===== src/rtl/fps_pkg.sv =====
// Shared types and constants for the program suspend/resume controller.
// Assumes 8-bit command codes and an 8-bit status byte.
package fps_pkg;
    typedef enum logic [2:0] {
        ST_IDLE,
        ST_SETUP,
        ST_PROG,
        ST_SPEND,
        ST_SUSP
    } fps_state_t;

    localparam logic [7:0] CMD_SUSPEND   = 8'hB0;
    localparam logic [7:0] CMD_RESUME    = 8'hD0;
    localparam logic [7:0] CMD_RD_ARRAY  = 8'hFF;
    localparam logic [7:0] CMD_RD_STATUS = 8'h70;
    localparam logic [7:0] CMD_PGM_SETUP = 8'h40;
    localparam logic [7:0] CMD_CLR_STAT  = 8'h50;

    localparam int SB_READY   = 7;
    localparam int SB_PGM_ERR = 4;
    localparam int SB_VPP_LOW = 3;
    localparam int SB_SUSP    = 2;
endpackage


===== src/rtl/fps_timer.sv =====
// Two load-and-count-down channels. Channel 0 models the program algorithm
// and channel 1 the suspend latency. Assumes a load takes priority over a
// decrement, and that a counter at zero holds there.
module fps_timer #(
    parameter int PGM_LAT  = 8,
    parameter int SUSP_LAT = 3
) (
    input  logic       clk,
    input  logic       rst_n,
    input  logic [1:0] load,
    input  logic [1:0] run,
    output logic [1:0] zero
);
    localparam int MAXL = (PGM_LAT > SUSP_LAT) ? PGM_LAT : SUSP_LAT;
    localparam int CW   = $clog2(MAXL + 1);

    genvar g;
    for (g = 0; g < 2; g++) begin : g_ch
        localparam int LIM = (g == 0) ? PGM_LAT : SUSP_LAT;
        logic [CW-1:0] cnt;

        // Load the channel's latency, or count down while running.
        always_ff @(posedge clk) begin
            if (!rst_n)
                cnt <= '0;
            else if (load[g])
                cnt <= CW'(LIM);
            else if (run[g] && cnt != '0)
                cnt <= cnt - 1'b1;
        end

        assign zero[g] = (cnt == '0);
    end
endmodule


===== src/rtl/fps_array.sv =====
// Behavioural byte array: set to 0xFF at reset, and a write can only clear
// bits (old AND new). Assumes a small depth; the read is combinational.
module fps_array #(
    parameter int ADDR_W = 4
) (
    input  logic              clk,
    input  logic              rst_n,
    input  logic              we,
    input  logic [ADDR_W-1:0] waddr,
    input  logic [7:0]        wdata,
    input  logic [ADDR_W-1:0] raddr,
    output logic [7:0]        rdata
);
    localparam int DEPTH = 1 << ADDR_W;

    logic [7:0] mem [DEPTH];

    // Erase everything at reset and AND the data into the addressed byte on a write.
    always_ff @(posedge clk) begin
        if (!rst_n) begin
            for (int i = 0; i < DEPTH; i++) mem[i] <= 8'hFF;
        end else if (we) begin
            mem[waddr] <= mem[waddr] & wdata;
        end
    end

    assign rdata = mem[raddr];
endmodule


===== src/rtl/flash_pgm_susp_ctrl.sv =====
// Command controller for byte program with suspend/resume. It decodes bus
// write cycles, runs the program timer, latches the program target, and
// picks status or array data for the read port.
// Assumes one command per cycle, qualifiers synchronous to clk, and that
// error flags stay set until a clear command is written while idle.
module flash_pgm_susp_ctrl
    import fps_pkg::*;
#(
    parameter int ADDR_W   = 4,
    parameter int PGM_LAT  = 8,
    parameter int SUSP_LAT = 3
) (
    input  logic              clk,
    input  logic              rst_n,
    input  logic              wr_en,
    input  logic [ADDR_W-1:0] wr_addr,
    input  logic [7:0]        wr_data,
    input  logic [ADDR_W-1:0] rd_addr,
    input  logic              vpp_ok,
    input  logic              rp_hi,
    output logic [7:0]        rd_data,
    output logic              ready,
    output logic              rd_status
);
    fps_state_t        state;
    logic              stat_mode;
    logic              err_pgm, err_vpp;
    logic [ADDR_W-1:0] pgm_addr;
    logic [7:0]        pgm_data;
    logic [1:0]        qual_ref;
    logic [1:0]        t_load, t_run, t_zero;
    logic              pgm_zero, susp_zero;
    logic              qual_ok, active, abort, complete, susp_acc, start_ok;
    logic [7:0]        status, arr_q;

    assign qual_ok   = ({vpp_ok, rp_hi} == qual_ref);
    assign active    = (state == ST_PROG) || (state == ST_SPEND) || (state == ST_SUSP);
    assign abort     = active && !qual_ok;
    assign pgm_zero  = t_zero[0];
    assign susp_zero = t_zero[1];
    assign complete  = (state == ST_PROG) && pgm_zero && qual_ok;
    assign susp_acc  = (state == ST_PROG) && qual_ok && !pgm_zero
                       && wr_en && (wr_data == CMD_SUSPEND);
    assign start_ok  = (state == ST_SETUP) && wr_en && vpp_ok;

    assign t_load = {susp_acc, start_ok};
    assign t_run  = {(state == ST_SPEND) && qual_ok, (state == ST_PROG) && qual_ok};

    fps_timer #(.PGM_LAT(PGM_LAT), .SUSP_LAT(SUSP_LAT)) u_timer (
        .clk  (clk),
        .rst_n(rst_n),
        .load (t_load),
        .run  (t_run),
        .zero (t_zero)
    );

    fps_array #(.ADDR_W(ADDR_W)) u_array (
        .clk  (clk),
        .rst_n(rst_n),
        .we   (complete),
        .waddr(pgm_addr),
        .wdata(pgm_data),
        .raddr(rd_addr),
        .rdata(arr_q)
    );

    // Command sequencer: mode selection, program start, suspend and resume.
    always_ff @(posedge clk) begin
        if (!rst_n) begin
            state     <= ST_IDLE;
            stat_mode <= 1'b0;
            err_pgm   <= 1'b0;
            err_vpp   <= 1'b0;
            pgm_addr  <= '0;
            pgm_data  <= '0;
            qual_ref  <= '0;
        end else if (abort) begin
            state   <= ST_IDLE;
            err_pgm <= 1'b1;
        end else begin
            unique case (state)
                ST_IDLE: if (wr_en) begin
                    case (wr_data)
                        CMD_RD_ARRAY:  stat_mode <= 1'b0;
                        CMD_RD_STATUS: stat_mode <= 1'b1;
                        CMD_CLR_STAT: begin
                            err_pgm <= 1'b0;
                            err_vpp <= 1'b0;
                        end
                        CMD_PGM_SETUP: state <= ST_SETUP;
                        default: ;
                    endcase
                end
                ST_SETUP: if (wr_en) begin
                    stat_mode <= 1'b1;
                    if (vpp_ok) begin
                        state    <= ST_PROG;
                        pgm_addr <= wr_addr;
                        pgm_data <= wr_data;
                        qual_ref <= {vpp_ok, rp_hi};
                    end else begin
                        state   <= ST_IDLE;
                        err_pgm <= 1'b1;
                        err_vpp <= 1'b1;
                    end
                end
                ST_PROG: begin
                    if (pgm_zero) begin
                        state <= ST_IDLE;
                    end else if (susp_acc) begin
                        state     <= ST_SPEND;
                        stat_mode <= 1'b1;
                    end
                end
                ST_SPEND: if (susp_zero) state <= ST_SUSP;
                ST_SUSP: if (wr_en) begin
                    case (wr_data)
                        CMD_RD_ARRAY:  stat_mode <= 1'b0;
                        CMD_RD_STATUS: stat_mode <= 1'b1;
                        CMD_RESUME: begin
                            state     <= ST_PROG;
                            stat_mode <= 1'b1;
                        end
                        default: ;
                    endcase
                end
                default: state <= ST_IDLE;
            endcase
        end
    end

    // Compose the status byte from the state and the sticky error flags.
    always_comb begin
        status             = 8'h00;
        status[SB_READY]   = ready;
        status[SB_PGM_ERR] = err_pgm;
        status[SB_VPP_LOW] = err_vpp;
        status[SB_SUSP]    = (state == ST_SUSP);
    end

    assign ready     = !((state == ST_PROG) || (state == ST_SPEND));
    assign rd_status = stat_mode;

    // Read-port mux; the byte under a suspended program reads as erased.
    always_comb begin
        if (stat_mode)
            rd_data = status;
        else if (state == ST_SUSP && rd_addr == pgm_addr)
            rd_data = 8'hFF;
        else
            rd_data = arr_q;
    end
endmodule


===== config.mk =====
export PLATFORM = sky130hd
export DESIGN_NAME = flash_pgm_susp_ctrl
export DESIGN_NICKNAME = d
export VERILOG_FILES = /design/src/rtl/fps_pkg.sv /design/src/rtl/fps_timer.sv /design/src/rtl/fps_array.sv /design/src/rtl/flash_pgm_susp_ctrl.sv
export SDC_FILE = /design/constraint.sdc
export NUM_CORES = 1
export LEC_CHECK = 0
export BUFFER_PORTS_ARGS = -buffer_cell sky130_fd_sc_hd__clkbuf_2
export CAP_MARGIN = 10
export CORE_MARGIN = 3
export CORE_UTILIZATION = 50
export CTS_CLUSTER_DIAMETER = 30
export CTS_CLUSTER_SIZE = 16
export DETAILED_ROUTE_END_ITERATION = 10
export PLACE_DENSITY = 0.67
export SYNTH_ARGS = -nofsm -noshare
export SYNTH_HDL_FRONTEND = slang
export SYNTH_SLANG_ARGS = --single-unit

===== constraint.sdc =====
create_clock -name clk -period 4.94 [get_ports clk]
set_input_delay 0.741 -clock clk [delete_from_list [all_inputs] [get_ports clk]]
set_output_delay 0.741 -clock clk [all_outputs]
set_load 0.01 [all_outputs]

### Word-level counts from Yosys, hierarchy flattened

Memories as Yosys holds them, arrays and structs flattened. A register that Yosys moved wholly into a read port is not among the register bits.
Index checks and enable logic that the tools add are counted.

* add/sub/neg operators: 2
* equality and inequality tests: 29
* muxes and demuxes: 39
* bitwise gates (word level): 3
* reduce and logical (&&, ||, !) cells: 38

Operators with widths (count)
* $eq 8x7->1 const B: 3
* $eq 8x8->1 const B: 3
* $mux 3: 8
* $mux 8: 3
* $mux 4: 5
* $mux 1: 15
* $ne 3x3->1 const B: 5
* $pmux 3 s5: 1
* $ne 2x2->1 const B: 7
* $logic_and 1x1->1: 13
* $reduce_bool 4->1: 3
* $reduce_and 9->1: 1
* $and 8x8->8: 1
* $logic_not 4->1: 2
* $reduce_or 2->1: 4
* $reduce_or 8->1: 1
* $sub 4x1->4 const B: 2
* $reduce_and 7->1: 1
* $eq 3x2->1 const B: 2
* $mux 2: 3
* $ne 2x1->1 const B: 3
* $ne 3x2->1 const B: 2
* $pmux 1 s2: 3
* $reduce_and 6->1: 1
* 13 further kinds: 19

* register bits: 28
* bits in writable memories: 128
* input bits: 21
* output and inout port bits: 10
* logic and storage cells: 123
* memories: 1

Memories
* u_array.mem: words 16, width 8, rd ports 2, clocked after Yosys merged registers in 1, wr ports 16, RTL line fps_array.sv:16 `logic [7:0] mem [DEPTH];`

### Logic depth before layout (Yosys ltp)

Gate-level depths: netlist of run 1.

* depth in word-level cells: 8
* depth in mapped cells: 7
* gate-level depth less buffers: 7

### Cells and area by module

Synthesis of run 1 repeated with hierarchy kept, for this count alone.

* cells, all modules: 752
* area total of the unflattened synthesis: 8774.7 µm²

Modules (own cells, without submodules)
* fps_array: instances 1, cells each 530, area an instance 7070.5 µm²
* flash_pgm_susp_ctrl: instances 1, cells each 174, area an instance 1275.0 µm²
* fps_timer: instances 1, cells each 48, area an instance 429.2 µm²

### Least setup slack after synthesis of run 1

Ideal clock, no wire load.

* kind: in2out
* start: in rd_addr[0]
* end: out rd_data[2]
* data arrival time: 2.479 ns
* data required time: 4.199 ns
* path slack: 1.720 ns
* stages on the path: 5
* buffers on the path: 2
* cell sequence: clkbuf_1 buf_2 mux4_2 mux4_2 a2bb2oi_1

* longest elaborated chain between the ends: 4
* elaborated cells between the ends (all ways): 5
* classes of those cells: 1 x eq/ne; 2 x mux; 1 x reduce/logical; 1 x memory

Ends and longest elaborated chain
* start, declared: RTL line flash_pgm_susp_ctrl.sv:18 `input logic [ADDR_W-1:0] rd_addr,`
* branches (longest 2 deep; another with $mem_v2 16x8)
* $mux 8 *: RTL line flash_pgm_susp_ctrl.sv:148 `else if (state == ST_SUSP && rd_addr == pgm_addr)`
* $mux 8 *: RTL line flash_pgm_susp_ctrl.sv:146 `if (stat_mode)`
* end, declared: RTL line flash_pgm_susp_ctrl.sv:21 `output logic [7:0] rd_data,`

Every way passes the cells marked *.

### Worst setup path in the final report of run 1

* start: in rd_addr[0]
* end: out rd_data[1]

Same word-level chain as after synthesis.

==> flow_summary.ini, run 1 <==
[setup_path]
cp_data_required_time_ns = 4.20
timing.rr.end = u_array.mem[11][7]$_SDFFCE_PN1P_
path_class = in2out
reg2reg_depth = 5
cp_data_arrival_time_ns = 2.85
endpoint_kind = output pin
r2r-start = state[1]$_SDFFE_PP0P_
r2r_slack_ns = 1.77
path_max_fanout = 17
critPathLaunchType = primary input

[min_path]
worstHoldPathCells = 2
worstHoldPathType = reg2reg
holdPathEnd = err_vpp$_SDFFE_PN0P_
hp-start = err_vpp$_SDFFE_PN0P_

[power_and_ir_drop]
irDropWorstVdd_uv = 260
p_total_mw = 3.00
powerDensity_nw_per_um2 = 322
power.leakage_nw = 2.46

[layout]
multi_input_area_um2 = 3660
seqCellArea_um2 = 4490
syn_to_final_growth_pct = 10.2
num-fill-cells = 1313
drive_above_1_share_pct = 23.9
finalNetCount = 658
n_antenna_cell = 0
final_cells = 864
post-route-util_pct = 57.5
fin_area_um2 = 9330

[placement]
dp_cells = 832
dp_hpwl_um = 15200
dpl_worst_slack_ns = 1.20
place_area_um2 = 8710
gp_congestion = 0.900
portBuffers = 30

[logic_synthesis]
synth-seq-area-share_pct = 53.0
synth.area.top_cells = edfxtp_1 45%, mux4_2 15%, dfxtp_1 7.6%
synth-edff-count = 128
yosysWarningCount = 0
syn-num-nets = 634
yosysTopAreaCellShare_pct = 45.4
yosysTopAreaCell = edfxtp_1
ys_ff_latch = 160
postSynthCellCount = 611
synth_flop_cell = edfxtp_1
ys_async_sr_fraction_pct = 0
synth_area_per_cell_um2 = 13.9
synth_cell_types = 50
syn_area_um2 = 8470

[grt]
grt_start_max_net_pins = 34
use_met3_pct = 6.88
use_met2_pct = 37.7
grtUsageTotal_pct = 23.7
use_met1_pct = 31.9
grt_pass1_wl_um = 32100
grt_busiest_layer = met2
antenna_found_initial = 0
grt.overflow.total = 0
grt_pass1_vias = 5394

[die]
initial_core_util_pct = 52.2
die_h_um = 136
rows = 46
coreArea_um2 = 16200
chipWidth_um = 136
die_area_um2 = 18500
io_pins = 31

[routing]
drcViolationCount = 0
vias = 5455
drtIter0Drc = 595
post_drt_wl_per_cell_um = 23.8
vias_per_cell = 6.31
first_pass_iters = 5
antenna_left = 0
wl_um = 20500

[clock_tree]
cts_tree = built
clockRootBuffer = clkbuf_16
numCtsBuffers = 17
cts_sinks = 160
cts_resized = 0
clkLatencyLatePin_ns = 0.43
cts_buffer_depth = 2
cts_hold_buffers = 0
clk_pin_slew_ns = 0.07
htree_levels = 4
cts_setup_buffers = 0

[timing]
max_freq_ghz = 0.279
hold_ws_ns = 0.458
maxSlewViolCount = 0
layout_setup_ws_ns = 1.35
finClkSkew_ns = 0.0122
tightest_slew_ns = 1.15
period_needed_ns = 3.59
final.setup.tns_ns = 0
hold_viol_final = 0
setup_viol_count_final = 0
rsz0062_at_grt = false
slew_headroom_pct = 22.9
min_period_over_period_pct = 72.7

[job]
maxCapViolations = 0

[status]
status = finished clean
worst max-delay path by stage:
stage / from / slack [ns] / end / depth (start not counted)
floorplan: rd_addr[0] / 1.72 / rd_data[2] / 5
global placement: rst_n / 1.26 / u_array.mem[1][7]$_SDFFCE_PN1P_ / 6
detailed placement: rst_n / 1.20 / u_array.mem[11][7]$_SDFFCE_PN1P_ / 6
CTS: rd_addr[0] / 1.32 / rd_data[1] / 7
global route: rd_addr[0] / 1.20 / rd_data[0] / 7
finish: rd_addr[0] / 1.35 / rd_data[1] / 7
sequential cells by signal, indices dropped and copies added (netlist names), named ones only:
signal / count
err_pgm: 1
err_vpp: 1
pgm_addr: 4
pgm_data: 8
qual_ref: 2
rd_status: 1
state: 3
u_array.mem: 128
u_timer.g_ch.cnt: 8
cell type report:
class,instances,area share [%]
Sequential cell,160,48.1
Multi-Input combinational cell,403,39.3
Clock buffer,17,4.56
Tap cell,216,2.90
Timing Repair Buffer,44,2.74
Clock inverter,15,2.11
Inverter,9,0.362
layer usage:
layer  part of all wire [%]  vias to the layer above
met5                      0                        -
met4                    1.5                        0
met3                     10                       23
met2                     49                      318
met1                     39                     2722
li1                       -                     2392
power by group:
group	switching (mW)	total [mW]	internal (mW)
clock	0.593	1.36	0.770
sequential	0.0190	1.48	1.46
combinational	0.101	0.161	0.0601
total	0.713	3.00	2.29
worst max-delay path: stages:
cell and delay, ns:
clkbuf_2 0.32, buf_4 0.40, mux4_2 0.56, mux4_2 0.48, nor2_1 0.13, nor2_1 0.06, clkbuf_2 0.14
logic make-up (layout without fill, tap and decap cells):
family                   count (synthesis)  after routing  synth area share, %
AO/OA/AOI/OAI                           38             38                 2.82
XOR/XNOR                                13             13                 1.34
adder cells (fa/ha/maj)                  2              2                0.295
buffers and inverters                   48             85                 3.80
flip-flops                             160            160                 53.0
multiplexers                            95             95                 24.1
AND/OR/NAND/NOR                        255            255                 14.7
synth_stat cells (10+ instances only):
cell type  count
dfxtp_1       32
nand2_1      143
clkbuf_1      15
edfxtp_1     128
o21ai_0       13
mux4_2        56
nor2_1        42
mux4_1        24
buf_8         10
nand2b_1      10
mux2i_1       15
cells in the final DEF, fill, tap and decap left out, types with 3 or more instances in the layout:
cell type,netlist,routed
o21ai_0,13,13
dfxtp_1,32,31
mux4_1,24,24
nor3b_1,3,3
xnor2_1,5,5
clkbuf_16,0,17
nor3_2,6,6
xor2_1,8,8
a21oi_1,7,7
nand2_1,143,143
inv_1,9,9
buf_4,0,14
clkbuf_2,0,30
a211oi_1,3,3
a31oi_1,3,3
nand2b_1,10,10
inv_6,0,3
mux2i_1,15,15
nor2_1,42,42
nand4b_1,3,3
nand2_4,8,8
inv_8,0,3
clkinv_8,0,3
nor3_1,9,9
edfxtp_1,128,128
a2bb2oi_1,4,4
nor4_2,3,3
nand3_1,8,8
mux4_2,56,56
Note: power is estimated with default switching activity, not from simulation.
==> run 2: changes to the inputs <==
==> constraint.sdc (replaced) <==
create_clock -name clk -period 3.42 [get_ports clk]
set_input_delay 0.513 -clock clk [delete_from_list [all_inputs] [get_ports clk]]
set_output_delay 0.513 -clock clk [all_outputs]
set_load 0.01 [all_outputs]
==> flow_summary.ini, run 2 (same netlist as run 1, synthesis figures left out) <==
[placement]
dp_hpwl_um = 15700
dp_cells = 845
gp_congestion = 0.880
portBuffers = 30
place_area_um2 = 8830

[timing]
final.setup.tns_ns = 0
hold_viol_final = 0
period_needed_ns = 3.08
finClkSkew_ns = 0.00979
maxSlewViolCount = 0
slew_headroom_pct = 24.9
tightest_slew_ns = 1.12
min_period_over_period_pct = 90.1
rsz0062_at_grt = false
max_freq_ghz = 0.324
setup_viol_count_final = 0

[layout]
syn_to_final_growth_pct = 11.3
mostFrequentLayoutCell = nand2_1
finalNetCount = 671
top_register = u_array.mem
fin_area_um2 = 9420
n_antenna_cell = 0
final_cells = 877
layout_common_cells = 143 x nand2_1, 128 x edfxtp_1, 56 x mux4_2
drive_above_1_share_pct = 25.4
top_regs = u_array.mem: 128 flops, pgm_data: 8 flops, u_timer.g_ch.cnt: 8 flops
largest_reg_flops = 128

[grt]
grtUsageTotal_pct = 23.9
grt.overflow.total = 0
grt_pass1_vias = 5533
antenna_found_initial = 0
grt_pass1_wl_um = 32400
grt_start_max_net_pins = 34

[routing]
antenna_left = 0
wl_um = 20900
vias_per_cell = 6.29
vias = 5514
first_pass_iters = 4
drcViolationCount = 0
post_drt_wl_per_cell_um = 23.8
drtIter0Drc = 564

[clock_tree]
clkLatencyLatePin_ns = 0.44
cts_sinks = 160
cts_resized = 0
cts_setup_buffers = 0
clk_pin_slew_ns = 0.07
cts_tree = built
cts_hold_buffers = 0
htree_levels = 4
clockRootBuffer = clkbuf_16
cts_buffer_depth = 2
numCtsBuffers = 17

[die]
coreArea_um2 = 16200
die_area_um2 = 18500
chipWidth_um = 136
initial_core_util_pct = 52.2
die_h_um = 136
io_pins = 31
rows = 46

[setup_path]
cp_data_arrival_time_ns = 2.57
path_max_fanout = 13
timing.rr.end = u_array.mem[0][3]$_SDFFCE_PN1P_
r2r-start = u_timer.g_ch[0].cnt[0]$_SDFFE_PP0P_
endpoint_kind = output pin
reg2reg_depth = 8
r2r_slack_ns = 0.69
critPathLaunchType = register
path_class = reg2out
cp_data_required_time_ns = 2.91

[min_path]
holdPathEnd = qual_ref[0]$_SDFFE_PN0P_
worstHoldPathCells = 3
worstHoldPathType = in2reg
hp-start = rp_hi

[power_and_ir_drop]
power.leakage_nw = 2.54
irDropWorstVdd_uv = 302
powerDensity_nw_per_um2 = 455
p_total_mw = 4.29

[status]
status = finished clean

[job]
maxCapViolations = 0
[run 2: cell types whose count changed in the layout (fill, tap and decap cells not counted), sizes merged]
cell | previous run | this run
inv | 15 | 20
buf | 14 | 27
clkinv | 5 | 3
bufinv | 2 | 1
clkinvlp | 2 | 0
[run 2: worst max-delay path: stages (launching register included)]
cell and delay, ns:
dfxtp_1 0.56, nor3b_1 0.48, nand3_1 0.13, nor3_1 0.36, or2_2 0.25, a2bb2oi_1 0.20, clkbuf_2 0.16
[run 2: cell type report]
cell class              count  area (um2)
fillers                  1281        6810
flip-flops and latches    160        4490
multi-input cells         403        3660
clock buffers              17         425
repair buffers             57         378
well taps                 216         270
clock inverters            15         166
inverters                   9        33.8
[run 2: layer usage]
metal / share of wire, % / track usage, %
met3: 9.2 / 6.11
met2: 50 / 39.0
met5: 0 / 0
met1: 40 / 31.9
met4: 1.5 / 7.56
[run 2: how the worst max path moves through the flow]
stage,to,depth (start not counted),startpoint,slack (ns)
2_1_floorplan,rd_data[2],5,rd_addr[0],0.66
3_3_place_gp,rd_data[2],6,rd_addr[0],0.64
3_5_place_dp,rd_data[3],6,rd_addr[0],0.59
4_1_cts,rd_data[7],6,state[2]$_SDFFE_PP0P_,0.36
5_1_grt,rd_data[7],6,state[2]$_SDFFE_PP0P_,0.23
6_report,rd_data[7],6,state[2]$_SDFFE_PP0P_,0.34
[run 2: per-stage QoR]
stage / utilization (%) / setup WS, ns / hold slack [ns]
2_1_floorplan: - / 0.656 / 0.436
3_3_place_gp: 54.4 / 0.641 / 0.445
3_5_place_dp: 54.4 / 0.592 / 0.453
4_1_cts: 58.0 / 0.358 / 0.332
5_1_grt: 58.0 / 0.226 / 0.384
6_report: 58.0 / 0.338 / 0.345
[run 2: where the power goes]
| group | switching (mW) | internal, mW | total (mW) | leakage, nW |
|---|---|---|---|---|
| clock network | 0.867 | 1.04 | 1.91 | 0.295 |
| logic | 0.158 | 0.0947 | 0.253 | 1.09 |
| registers | 0.0157 | 2.11 | 2.12 | 1.15 |
